**src/rtl/aob_pkg.sv**
```systemverilog
package aob_pkg;
    localparam int RRPV_W = 2;
    typedef logic [RRPV_W-1:0] rrpv_t;

    localparam rrpv_t RRPV_NEAR    = '0;
    localparam rrpv_t RRPV_DISTANT = '1;
    localparam rrpv_t RRPV_INSERT  = RRPV_DISTANT - rrpv_t'(1);

    typedef enum logic {
        DEC_BYPASS  = 1'b0,
        DEC_INSTALL = 1'b1
    } dec_e;

    typedef struct packed {
        logic  vld;
        rrpv_t rrpv;
    } line_st_t;

    typedef struct packed {
        dec_e     dec;
        line_st_t nxt;
        logic     changed;
    } verdict_t;

    function automatic rrpv_t age_sat(input rrpv_t v);
        return (v == RRPV_DISTANT) ? v : v + rrpv_t'(1);
    endfunction
endpackage

```
**src/rtl/aob_state_array.sv**
```systemverilog
module aob_state_array
    import aob_pkg::*;
#(
    parameter int IDX_W = 6
) (
    input  logic             clk,
    input  logic             rst,
    input  logic [IDX_W-1:0] rd_idx,
    output line_st_t         rd_data,
    input  logic             wr_en,
    input  logic [IDX_W-1:0] wr_idx,
    input  line_st_t         wr_data
);
    localparam int SETS = 1 << IDX_W;

    line_st_t lines [SETS];

    for (genvar g = 0; g < SETS; g++) begin : g_line
        always_ff @(posedge clk) begin
            if (rst) begin
                lines[g] <= '0;
            end else if (wr_en && (wr_idx == IDX_W'(g))) begin
                lines[g] <= wr_data;
            end
        end
    end

    assign rd_data = lines[rd_idx];
endmodule

```
**src/rtl/aob_decide.sv**
```systemverilog
module aob_decide
    import aob_pkg::*;
(
    input  logic     hit,
    input  line_st_t cur,
    output verdict_t verdict
);
    always_comb begin
        verdict = '0;
        if (hit) begin
            verdict.dec      = DEC_BYPASS;
            verdict.nxt.vld  = 1'b1;
            verdict.nxt.rrpv = RRPV_NEAR;
            verdict.changed  = !cur.vld || (cur.rrpv != RRPV_NEAR);
        end else if (!cur.vld || (cur.rrpv == RRPV_DISTANT)) begin
            verdict.dec      = DEC_INSTALL;
            verdict.nxt.vld  = 1'b1;
            verdict.nxt.rrpv = RRPV_INSERT;
            verdict.changed  = 1'b1;
        end else begin
            verdict.dec      = DEC_BYPASS;
            verdict.nxt.vld  = 1'b1;
            verdict.nxt.rrpv = age_sat(cur.rrpv);
            verdict.changed  = 1'b1;
        end
    end
endmodule

```
**src/rtl/aob_req_stage.sv**
```systemverilog
module aob_req_stage #(
    parameter int IDX_W = 6
) (
    input  logic             clk,
    input  logic             rst,
    input  logic             req_valid,
    input  logic [IDX_W-1:0] req_set,
    input  logic             req_hit,
    output logic             req_ready,
    input  logic             retire,
    output logic             pend_valid,
    output logic [IDX_W-1:0] pend_set,
    output logic             pend_hit
);
    assign req_ready = !pend_valid || retire;

    always_ff @(posedge clk) begin
        if (rst) begin
            pend_valid <= 1'b0;
            pend_set   <= '0;
            pend_hit   <= 1'b0;
        end else if (req_ready) begin
            pend_valid <= req_valid;
            if (req_valid) begin
                pend_set <= req_set;
                pend_hit <= req_hit;
            end
        end
    end
endmodule

```
**src/rtl/aob_repl_ctrl.sv**
```systemverilog
module aob_repl_ctrl
    import aob_pkg::*;
#(
    parameter int IDX_W = 6
) (
    input  logic             clk,
    input  logic             rst,
    input  logic             req_valid,
    output logic             req_ready,
    input  logic [IDX_W-1:0] req_set,
    input  logic             req_hit,
    output logic             dec_valid,
    input  logic             dec_ready,
    output logic             dec_install,
    output logic [IDX_W-1:0] dec_set,
    output logic             upd_valid,
    output logic [IDX_W-1:0] upd_set,
    output logic [RRPV_W-1:0] upd_rrpv
);
    logic             pend_valid;
    logic [IDX_W-1:0] pend_set;
    logic             pend_hit;
    logic             retire;
    line_st_t         cur_line;
    verdict_t         verdict;

    assign retire = pend_valid && (pend_hit || dec_ready);

    aob_req_stage #(.IDX_W(IDX_W)) u_stage (
        .clk        (clk),
        .rst        (rst),
        .req_valid  (req_valid),
        .req_set    (req_set),
        .req_hit    (req_hit),
        .req_ready  (req_ready),
        .retire     (retire),
        .pend_valid (pend_valid),
        .pend_set   (pend_set),
        .pend_hit   (pend_hit)
    );

    aob_state_array #(.IDX_W(IDX_W)) u_array (
        .clk     (clk),
        .rst     (rst),
        .rd_idx  (pend_set),
        .rd_data (cur_line),
        .wr_en   (retire && verdict.changed),
        .wr_idx  (pend_set),
        .wr_data (verdict.nxt)
    );

    aob_decide u_decide (
        .hit     (pend_hit),
        .cur     (cur_line),
        .verdict (verdict)
    );

    assign dec_valid   = pend_valid && !pend_hit;
    assign dec_install = (verdict.dec == DEC_INSTALL);
    assign dec_set     = pend_set;
    assign upd_valid   = retire && verdict.changed;
    assign upd_set     = pend_set;
    assign upd_rrpv    = verdict.nxt.rrpv;
endmodule

```
**config.mk**
```make
export PLATFORM = sky130hd
export DESIGN_NAME = aob_repl_ctrl
export DESIGN_NICKNAME = d
export VERILOG_FILES = /design/src/rtl/aob_pkg.sv /design/src/rtl/aob_state_array.sv /design/src/rtl/aob_decide.sv /design/src/rtl/aob_req_stage.sv /design/src/rtl/aob_repl_ctrl.sv
export SDC_FILE = /design/constraint.sdc
export NUM_CORES = 1
export LEC_CHECK = 0
export ABC_AREA = 1
export BUFFER_PORTS_ARGS = -buffer_cell sky130_fd_sc_hd__buf_2
export CAP_MARGIN = 30
export CORE_MARGIN = 1.5
export CORE_UTILIZATION = 50
export CTS_CLUSTER_DIAMETER = 30
export DETAILED_ROUTE_END_ITERATION = 6
export GPL_ROUTABILITY_DRIVEN = 0
export PLACE_DENSITY = 0.68
export SYNTH_ARGS = -nofsm -noshare
export SYNTH_HDL_FRONTEND = slang
export SYNTH_SLANG_ARGS = --single-unit
```
**constraint.sdc**
```tcl
create_clock -name clk -period 2.98 [get_ports clk]
set_input_delay 0.149 -clock clk [delete_from_list [all_inputs] [get_ports clk]]
set_output_delay 0.149 -clock clk [all_outputs]
set_load 0.02 [all_outputs]
```
==> impl_metrics.ini <==
[final_layout]
drive_gt1_frac = 0.2713
final_core_util = 0.6256
synthToLayoutAreaGrowth_pct = 22.50
finalNetCount = 1276
diodes = 0

[worst_setup_path]
critPathLaunchType = flop
r2r-end = u_array.lines[41][0]$_SDFFCE_PN0P_
crit_path_max_fanout = 17
crit_arrival_ns = 2.88
endpoint = dec_install
reg2reg_slack_ns = 0.11
endpoint_kind = output port
criticalPathCategory = flop to output port
reg2reg_depth = 17
required_ns = 2.83

[power]
power.leakage_nw = 5.433
vdd_drop_max_uv = 601.7
power_mw = 9.331
p_per_area_mw_per_mm2 = 683.5

[synth]
yosys.cell_count.top_type = nand2_1
netlist_top_cells_count = nand2_1 (353), edfxtp_1 (191), nand3_1 (176), nor2_1 (111), nor2_2 (80)
synth_area_per_cell_um2 = 9.180
synth_nets = 1225
ys_ff_latch = 206
syn-cell-area_mm2 = 0.01114
synth_cells = 1214
yosys.area.top_type = edfxtp_1
yosysWarningCount = 0
synth_top_area_share = 0.5147
yosysSeqAreaShare = 0.5416
async_flop_share = 0
ys.flop_type = edfxtp_1
synth_area_leaders = edfxtp_1 (51%), nand2_1 (12%), nand3_1 (7.9%)
ys_types = 25
synth_edf_count = 191

[grt]
antenna_found_initial = 0
grt_pass1_vias = 8398
grt.busiest_layer = met2
met3_usage = 0.04408
grt_max_degree = 53
grt_use_met1 = 0.3147
globalRouteMet2Util = 0.4023
grt_pass1_wl_mm = 43.90
grt_use_total = 0.2441
overflow = 0

[run]
max-cap-violations = 0

[clocking]
tritoncts = done
clock_latency_ns = 0.54
htree_levels = 2
clock-root-buffer = clkbuf_16
cts_buffer_depth = 3
clock-sinks = 206
cts_made_buffers = 45
path_clk_slew_ns = 0.05

[sta]
finalCritPeriodShare = 1.016
period_needed_ns = 3.027
slew_viol_final = 0
finalSetupViolCount = 3
skew_ns = 0.02944
worst_slew_pin_slew_ns = 0.7075
hold_violations = 0
fin_tns_setup_ns = -0.09279
clock.fmax_mhz = 330.4
timing.slew.headroom = 0.5278
setup_ws_ns = -0.04663
rsz0062_at_grt = yes

[route]
remaining_drc_errors = 0
drtAntennaViolNets = 0
drtIter0Drc = 1055
via_per_inst = 5.646
routedWlPerCell_um = 19.34
wl_mm = 30.58
drt-pass1-iter-count = 5
vias = 8927

[floorplanning]
fp.dieH_um = 152.3
start_util = 0.5107
core_area_mm2 = 0.02182
die_x_um = 152.3
die_area_mm2 = 0.02319
row_count = 54
num_io_pins = 29

[hold_path]
min_from = req_set[0]
hold_class = input port to flop
min_path_cells = 3

[place]
io_buffers = 28
dp_hpwl_mm = 17.35
pre_cts_ws_ns = 0.1600

[status]
violations = negative setup slack
status = finished with violations
[stage by stage]
step	hold slack [ns]	std cells	cell area [um2]
after CTS	0.001617	1551	13130
final	0.02535	1581	13650
after detailed placement	0.4433	1458	11480
after global placement	0.4280	1458	11480
after global routing	0.03297	1581	13650
after floorplan	0.3423	1214	11140
[report_power, final]
part / switching, mW / leakage [nW] / total (mW) / internal [mW]
Sequential: 0.0597 / 2.10 / 3.33 / 3.27
Combinational: 0.887 / 2.64 / 1.33 / 0.441
Clock: 1.60 / 0.690 / 4.68 / 3.08
Total: 2.55 / 5.43 / 9.33 / 6.78
[layout make-up]
cell class                 count  area (um2)
clock buffer                  52        1172
clock inverter                31       271.5
fill                        1709        8172
inverter                      90       381.6
multi-input combinational    825        4320
sequential                   206        6041
tap                          280       350.3
timing repair buffer          95        1095
timing repair inverter         2       20.02
[registers in the layout (all words and copies together) (netlist names), named ones only]
name / flops
u_stage.pend_hit: 1
u_stage.pend_valid: 1
u_stage.pend_set: 6
u_array.lines: 192
[worst min-delay path by stage]
stage / to / slack, ns
floorplan: u_stage.pend_hit$_SDFFE_PP0P_ / 0.34
global placement: u_stage.pend_hit$_SDFFE_PP0P_ / 0.43
detailed placement: u_stage.pend_set[2]$_SDFFE_PP0P_ / 0.44
CTS: flop / 0.002
global route: flop / 0.03
finish: flop / 0.03
[critical path, stage by stage (launching register included)]
cell and delay (ns):
dfxtp_4 0.45, buf_12 0.19, inv_6 0.07, buf_12 0.15, nand2_1 0.08, nand3_1 0.09, nand3_1 0.11, nand3_1 0.10
nand3_2 0.11, nand3_2 0.10, nand2_2 0.11, nor2_4 0.06, buf_4 0.14, a311oi_4 0.39, buf_6 0.18
[placed cells by master (no fill, tap or decap), types with 6 or more instances in the layout]
master | netlist | final
buf_4 | 15 | 29
inv_1 | 46 | 46
nor3_1 | 29 | 29
edfxtp_1 | 191 | 191
nand4_1 | 14 | 14
a21oi_1 | 9 | 9
nand3_4 | 41 | 41
buf_2 | 38 | 25
nor2_1 | 111 | 111
clkbuf_16 | 0 | 51
inv_2 | 41 | 40
nand3_2 | 0 | 12
inv_6 | 0 | 6
clkinv_2 | 0 | 9
clkinvlp_4 | 0 | 8
o21ai_0 | 7 | 7
buf_12 | 4 | 13
dlygate4sd3_1 | 0 | 7
nor2_2 | 80 | 80
nand3_1 | 176 | 164
nand2_2 | 1 | 6
nand2_1 | 353 | 345
buf_6 | 8 | 9
dfxtp_1 | 15 | 13
[metal layers]
| metal | part of all wire | vias to the layer above |
|---|---|---|
| met5 | 0 | - |
| met4 | 0.044 | 0 |
| met3 | 0.094 | 107 |
| met2 | 0.47 | 480 |
| met1 | 0.39 | 4208 |
| li1 | - | 4132 |
[cell families after synthesis]
logic type	Yosys count	synth area share
AO/OA/AOI/OAI	19	0.008869
AND/OR/NAND/NOR	806	0.3671
buffers and inverters	183	0.08241
flip-flops	206	0.5416
[what timing repair did]
action	4_1_cts	5_1_grt
buffers inserted	0	20
hold buffers	7	0
cloned	3	12
gates resized for setup	14	34
setup endpoints to repair	4	4
pin swaps	1	12
hold endpoints to repair	12	0
Power figures use the tool's default switching activity.
